File: src/rtl/rdsum_pkg.sv
package rdsum_pkg;

    // Default geometry of the checksum register
    localparam int SUM_W_DEF   = 6;
    localparam int WORD_W_DEF  = 8;
    localparam int ADDR_W_DEF  = 6;
    localparam int MAX_BITS    = 24;

    // One serial-clock event seen by the accumulator
    typedef struct packed {
        logic start;
        logic valid;
        logic data;
    } ser_evt_t;

    // Action the counter takes on an edge
    typedef enum logic [1:0] {
        OP_HOLD  = 2'd0,
        OP_CLEAR = 2'd1,
        OP_SEED  = 2'd2,
        OP_ACC   = 2'd3
    } acc_op_e;

    // Start has priority: it clears, and a bit arriving in the same
    // cycle becomes the first counted bit.
    function automatic acc_op_e decode_op(input ser_evt_t evt);
        acc_op_e op;
        if (evt.start)
            op = evt.valid ? OP_SEED : OP_CLEAR;
        else if (evt.valid)
            op = OP_ACC;
        else
            op = OP_HOLD;
        return op;
    endfunction

endpackage

File: src/rtl/rdsum_decode.sv
module rdsum_decode
    import rdsum_pkg::*;
(
    input  logic     clk,
    input  logic     rst,
    input  ser_evt_t evt_i,
    output acc_op_e  op_o,
    output logic     data_o
);

    always_comb begin
        op_o   = decode_op(evt_i);
        data_o = evt_i.data;
    end

    // a start strobe must never be decoded as hold or plain accumulate
    a_r2_start_decodes: assert property (@(posedge clk) disable iff (rst)
        evt_i.start |-> (op_o == OP_CLEAR || op_o == OP_SEED));

endmodule

File: src/rtl/rdsum_counter.sv
module rdsum_counter
    import rdsum_pkg::*;
#(
    parameter int SUM_W = SUM_W_DEF
) (
    input  logic             clk,
    input  logic             rst,
    input  acc_op_e          op_i,
    input  logic             data_i,
    output logic [SUM_W-1:0] sum_o
);

    localparam logic [SUM_W-1:0] SUM_ZERO = '0;
    localparam logic [SUM_W-1:0] SUM_TOP  = {SUM_W{1'b1}};

    logic [SUM_W-1:0] sum_q;
    logic [SUM_W-1:0] sum_d;
    logic [SUM_W-1:0] bit_ext;

    assign bit_ext = {{(SUM_W-1){1'b0}}, data_i};

    always_comb begin
        unique case (op_i)
            OP_CLEAR: sum_d = SUM_ZERO;
            OP_SEED:  sum_d = bit_ext;
            OP_ACC:   sum_d = sum_q + bit_ext;   // modular, no saturation
            default:  sum_d = sum_q;
        endcase
    end

    always_ff @(posedge clk) begin
        if (rst)
            sum_q <= SUM_ZERO;
        else
            sum_q <= sum_d;
    end

    assign sum_o = sum_q;

    // reset clears
    a_r1_reset_clears: assert property (@(posedge clk)
        rst |=> (sum_o == SUM_ZERO));

    // start without a bit leaves zero
    a_r2_start_clears: assert property (@(posedge clk) disable iff (rst)
        (op_i == OP_CLEAR) |=> (sum_o == SUM_ZERO));

    // the first bit lands on a cleared count
    a_r3_seed_first_bit: assert property (@(posedge clk) disable iff (rst)
        (op_i == OP_SEED) |=> (sum_o <= 1));

    // a counted zero changes nothing
    a_r3_zero_no_change: assert property (@(posedge clk) disable iff (rst)
        (op_i == OP_ACC && !data_i) |=> $stable(sum_o));

    // a counted one always moves the count
    a_r3_one_moves: assert property (@(posedge clk) disable iff (rst)
        (op_i == OP_ACC && data_i) |=> (sum_o != $past(sum_o)));

    // idle edges hold
    a_r4_idle_holds: assert property (@(posedge clk) disable iff (rst)
        (op_i == OP_HOLD) |=> $stable(sum_o));

    // wrap from the top value to zero
    a_r6_wraps: assert property (@(posedge clk) disable iff (rst)
        (op_i == OP_ACC && data_i && sum_o == SUM_TOP) |=> (sum_o == SUM_ZERO));

endmodule

File: src/rtl/rdsum_regview.sv
module rdsum_regview
    import rdsum_pkg::*;
#(
    parameter int                SUM_W     = SUM_W_DEF,
    parameter int                WORD_W    = WORD_W_DEF,
    parameter int                ADDR_W    = ADDR_W_DEF,
    parameter logic [ADDR_W-1:0] CSUM_ADDR = 6'h3E
) (
    input  logic              clk,
    input  logic              rst,
    input  logic [ADDR_W-1:0] addr_i,
    input  logic [SUM_W-1:0]  sum_i,
    output logic [WORD_W-1:0] word_o
);

    logic              hit;
    logic [WORD_W-1:0] shaped;

    assign hit = (addr_i == CSUM_ADDR);

    generate
        if (WORD_W > SUM_W) begin : g_pad
            localparam int PAD_W = WORD_W - SUM_W;
            assign shaped = {{PAD_W{1'b0}}, sum_i};

            // padding bits read as zero
            a_r7_pad_zero: assert property (@(posedge clk) disable iff (rst)
                word_o[WORD_W-1:SUM_W] == '0);
        end else begin : g_trunc
            assign shaped = sum_i[WORD_W-1:0];
        end
    endgenerate

    assign word_o = hit ? shaped : '0;

    // other addresses see nothing from this register
    a_r7_other_addr_zero: assert property (@(posedge clk) disable iff (rst)
        (addr_i != CSUM_ADDR) |-> (word_o == '0));

endmodule

File: src/rtl/rdsum_accum.sv
module rdsum_accum
    import rdsum_pkg::*;
#(
    parameter int                SUM_W     = SUM_W_DEF,
    parameter int                WORD_W    = WORD_W_DEF,
    parameter int                ADDR_W    = ADDR_W_DEF,
    parameter logic [ADDR_W-1:0] CSUM_ADDR = 6'h3E
) (
    input  logic              clk,
    input  logic              rst,
    input  logic              rd_start,
    input  logic [ADDR_W-1:0] rd_addr,
    input  logic              sdo_bit,
    input  logic              bit_valid,
    output logic [SUM_W-1:0]  csum,
    output logic [WORD_W-1:0] reg_word
);

    ser_evt_t evt;
    acc_op_e  op;
    logic     op_data;

    assign evt = '{start: rd_start, valid: bit_valid, data: sdo_bit};

    rdsum_decode u_decode (
        .clk    (clk),
        .rst    (rst),
        .evt_i  (evt),
        .op_o   (op),
        .data_o (op_data)
    );

    rdsum_counter #(
        .SUM_W (SUM_W)
    ) u_counter (
        .clk    (clk),
        .rst    (rst),
        .op_i   (op),
        .data_i (op_data),
        .sum_o  (csum)
    );

    rdsum_regview #(
        .SUM_W     (SUM_W),
        .WORD_W    (WORD_W),
        .ADDR_W    (ADDR_W),
        .CSUM_ADDR (CSUM_ADDR)
    ) u_regview (
        .clk    (clk),
        .rst    (rst),
        .addr_i (rd_addr),
        .sum_i  (csum),
        .word_o (reg_word)
    );

    // in a self-read start cycle the word carries the pre-clear count
    a_r8_snapshot_before_clear: assert property (@(posedge clk) disable iff (rst)
        (rd_start && rd_addr == CSUM_ADDR) |-> (reg_word[SUM_W-1:0] == csum));

endmodule

File: config.mk
export PLATFORM = sky130hd
export DESIGN_NAME = rdsum_accum
export DESIGN_NICKNAME = d
export VERILOG_FILES = /design/src/rtl/rdsum_pkg.sv /design/src/rtl/rdsum_decode.sv /design/src/rtl/rdsum_counter.sv /design/src/rtl/rdsum_regview.sv /design/src/rtl/rdsum_accum.sv
export SDC_FILE = /design/constraint.sdc
export NUM_CORES = 1
export LEC_CHECK = 0
export ABC_AREA = 0
export BUFFER_PORTS_ARGS = -buffer_cell sky130_fd_sc_hd__buf_2
export CORE_AREA = 2 2 39 41
export DETAILED_ROUTE_END_ITERATION = 8
export DIE_AREA = 0 0 41 43
export PLACE_DENSITY = 0.67
export SLEW_MARGIN = 20
export SYNTH_ARGS = -nofsm -noshare
export SYNTH_HDL_FRONTEND = slang
export SYNTH_SLANG_ARGS = --single-unit
File: constraint.sdc
create_clock -name clk -period 1.1 [get_ports clk]
set_input_delay 0.11 -clock clk [delete_from_list [all_inputs] [get_ports clk]]
set_output_delay 0.11 -clock clk [all_outputs]
set_load 0.02 [all_outputs]
# After elaboration in Yosys (flattened, before gate mapping)
# Index checks and enable logic that the tools add are counted.
[word_totals]
ff_bits = 6
input_bits = 11
output_inout_bits = 14
wordCells = 12
[classes]
n_addsub = 1
n_eq_ne = 4
n_mux = 5
reduce_logical = 1
[ops]
columns = ["cell", "count"]
rows = [
  ["$pmux 6 s3", 1],
  ["$add 6x1->6", 1],
  ["$eq 6x6->1 const B", 1],
  ["$mux 2", 3],
  ["$mux 6", 1],
  ["$eq 2x2->1 const B", 2],
  ["$reduce_bool 3->1", 1],
  ["$eq 2x1->1 const B", 1],
]

# Longest topological paths before layout
[depth]
depth_word = 4
depth_mapped = 5

# Cells and area by module
# Synthesis repeated with hierarchy kept, for this count alone.
[hier_totals]
cells_unflattened = 55
hier_area_um2 = 424.2
[modules_own_cells]
columns = ["mod", "n_inst", "cells_per_inst", "area_each_um2", "seq_area_each_um2"]
rows = [
  ["rdsum_counter", 1, 36, 305.3, 120.1],
  ["rdsum_regview", 1, 16, 95.1, 0.0],
  ["rdsum_decode", 1, 3, 23.8, 0.0],
]

# Least setup slack after synthesis
# No wires, ideal clock.
[synth_path]
kind = "register to register"
startpoint = "register u_counter.sum_q[0] (netlist: u_counter.sum_o[0])"
endpoint = "register u_counter.sum_q[5] (netlist: u_counter.sum_o[5])"
setup_ns = 0.070
t_arrival_ns = 1.294
t_required_ns = 1.030
slack_ns = -0.264
stages_incl_launch_ff = 5
synth_period_minus_slack_ns = 1.364
path_cell_list = "dfxtp_1 -> ha_1 -> nand4_4 -> or3_1 -> a21oi_1"
[synth_via]
elab_chain_len = 2
[synth_rtl]
columns = ["item", "line", "rtl"]
rows = [
  ["from (decl)", "rdsum_counter.sv:16", "logic [SUM_W-1:0] sum_q;"],
  ["from (signal assigned)", "rdsum_counter.sv:35", "sum_q <= sum_d;"],
  ["$add 6x1->6", "rdsum_counter.sv:26", "OP_ACC: sum_d = sum_q + bit_ext;"],
  ["$pmux 6 s3", "rdsum_counter.sv:23", "unique case (op_i)"],
]
# Every way passes these cells.
# A chain may end at the register's enable or synchronous reset.

# Worst setup path after layout
# Ends and elaborated chain as after synthesis.

==> results.yml <==
global_routing:
  grt_start_max_net_pins: 7
  grt_usage_pct: 10.34
  grt_pass1_wl_um: 1228
  antenna_found_initial: 0
  grt_pass1_vias: 334
  grt-ovfl-total: 0
hold_path:
  hp-class: "in2reg"
power:
  p_comb_share_pct: 13.6
  power.density_nw_per_um2: 824.5
  p_clk_share_pct: 42.8
  internal_power_uw: 391.2
  p_leak_nw: 0.3098
  swShare_pct: 23.55
  ir_drop_mv: 0.3390
  switchingPower_uw: 120.5
  seq_power_share_pct: 43.6
  power_uw: 511.7
sta:
  timing.final.crit_share_pct: 101.3
  fin_crit_ps: 1114
  maxClockFrequency_mhz: 897.5
  finalSetupViolCount: 1
  report.final.slew_viol_count: 0
  setup_slack_ps: -14.23
  finalHoldViolations: 0
  rsz0062_at_grt: "yes"
  fin_skew_ps: 7.816
clocking:
  h-tree-depth: 1
  cts.sinks: 6
  clock_path_buffers: 2
  clkLatencyLatePin_ps: 240
  cts_tree: "yes"
  clkTransAtPathRegs_ps: 50
  ctsHoldBuffers: 0
  clockRootBuffer: "clkbuf_4"
  numCtsBuffers: 3
placed_design:
  port_buffers: 22
  dp.final_hpwl_um: 667.3
  placed_area_um2: 534.3
  gp_congestion: 0.6482
  place_ws_ps: 3.817
yosys:
  yosys_warnings: 0
  synth-xor-area-share_pct: 7.241
  synth_top_family_by_area: "simple AND/OR/NAND/NOR gates"
  yosysSeqAreaShare_pct: 33.10
  syn_area_um2: 362.8
  synth_cell_types: 20
  postSynthAreaPerCell_um2: 9.071
  synthCells: 40
  synth_simple_gate_area_share_pct: 34.14
  synth.ff_latch_count: 6
  synthAdderAreaFrac_pct: 6.897
  muxShareOfSynthArea_pct: 5.517
  synth_compound_gate_area_share_pct: 4.828
detailed_routing:
  ant_nets: 0
  vias_per_cell: 4.356
  drt_wl_total_um: 893
  vias: 379
  drcViolationCount: 0
  wl_per_cell_um: 10.26
  drtIter0Drc: 1
  drtPass1Iterations: 2
floorplanning:
  die_height_um: 43
  core_area_um2: 1384
  die_w_um: 41
  ioPinCount: 25
  start_util_pct: 26.22
  dieArea_um2: 1763
  num_rows: 14
final_layout:
  utilization_pct: 44.85
  top_regs: "u_counter.sum_o x6"
  diodes: 0
  drive_above_1_share_pct: 67.61
  final_common_cell: "buf_2"
  mostFrequentLayoutCells: "buf_2, buf_4, nor2_1, buf_6, dfxtp_2"
  layout.nets: 85
  area_delta_synth_final_pct: 71.03
  max_flop_register: "u_counter.sum_o"
  stdcell_area_um2: 620.6
  largest_reg_flops: 6
setup_path:
  startpoint_type: "flop"
  required_ps: 1280
  worstPathArrival_ps: 1300
  end_kind: "flop"
  worstSetupPathType: "reg2reg"
  cp_max_fo: 3
status:
  violations: "negative setup slack"
  outcome: "complete, but fails checks"
flow_run:
  drv_cap: 0
==> worst max-delay path, stage by stage (launching register included) <==
cell,delay [ps]
dfxtp_4,350
ha_4,140
nand4_4,100
or3_4,340
a21oi_2,110
==> final cells by class <==
cell class | count | area (µm²)
repair buffers | 29 | 187.7
well taps | 16 | 20.02
fillers | 149 | 763.2
clock buffers | 4 | 26.28
multi-input cells | 32 | 257.7
flip-flops and latches | 6 | 128.9
==> per-layer routing <==
metal / vias to the layer above / track usage [%] / part of all wire [%]
li1: 193 / - / -
met1: 165 / 13.50 / 41
met2: 21 / 14.37 / 48
met3: 0 / 3.141 / 10
met4: 0 / 6.000 / 0
met5: - / 0 / 0
==> cell families after synthesis <==
family	Yosys count
AOI/OAI and AO/OA	3
muxes	2
adders and majority gates	2
other	1
xor gates and xnor gates	3
buffers and inverters	3
and+or+nand+nor	20
DFF	6
==> stage by stage <==
step	TNS [ps]	cells	hold WS, ps
floorplan	-12.14	41	172.1
global placement	0	82	268.5
detailed placement	0	82	270.4
CTS	-1.882	87	7.758
global route	-176.6	87	19.14
finish	-14.23	87	15.47
==> power by group through the flow <==
| stage | clock, mW | combinational (mW) | sequential, mW |
|---|---|---|---|
| after floorplan | 0 | 0.0387 | 0.231 |
| after global placement | 0 | 0.0654 | 0.227 |
| after detailed placement | 0 | 0.0672 | 0.227 |
| after CTS | 0.228 | 0.0678 | 0.223 |
| after global routing | 0.240 | 0.0774 | 0.223 |
| final | 0.219 | 0.0695 | 0.223 |
==> worst paths after layout <==
path / slack [ps] / startpoint / depth (start not counted) / to
worst min-delay path: 20 / rst / 2 / u_counter.sum_o[0]
worst max-delay path: -10 / u_counter.sum_o[0] / 4 / u_counter.sum_o[5]
worst max register to register: -10 / u_counter.sum_o[0] / 4 / u_counter.sum_o[5]
worst min register to register: 540 / u_counter.sum_o[5] / 2 / u_counter.sum_o[5]
==> cells in the mapped netlist <==
cell | count | area (µm²)
xor2_1 | 3 | 26.28
dfxtp_1 | 6 | 120.1
and2_2 | 1 | 7.510
buf_6 | 1 | 11.26
buf_4 | 2 | 15.01
conb_1 | 1 | 3.750
nand4_1 | 2 | 12.51
nor2_1 | 5 | 18.77
nor3b_1 | 1 | 7.510
a21oi_1 | 1 | 5.000
ha_1 | 2 | 25.02
or3_1 | 1 | 6.260
mux2i_1 | 2 | 20.02
o21a_1 | 1 | 7.510
nand2_1 | 2 | 7.510
nand4_4 | 1 | 21.27
o21ai_0 | 1 | 5.000
and2_1 | 5 | 31.28
nand3_1 | 1 | 5.000
or2_2 | 1 | 6.260
==> repair_timing <==
action / CTS / global route
gates cloned: 0 / 0
hold endpoints to repair: 0 / 0
endpoints found under the setup margin: 4 / 7
buffers inserted: 1 / 0
gates resized for setup: 6 / 12
pin swaps: 1 / 1
No activity file was read; power rests on OpenSTA's default activity.
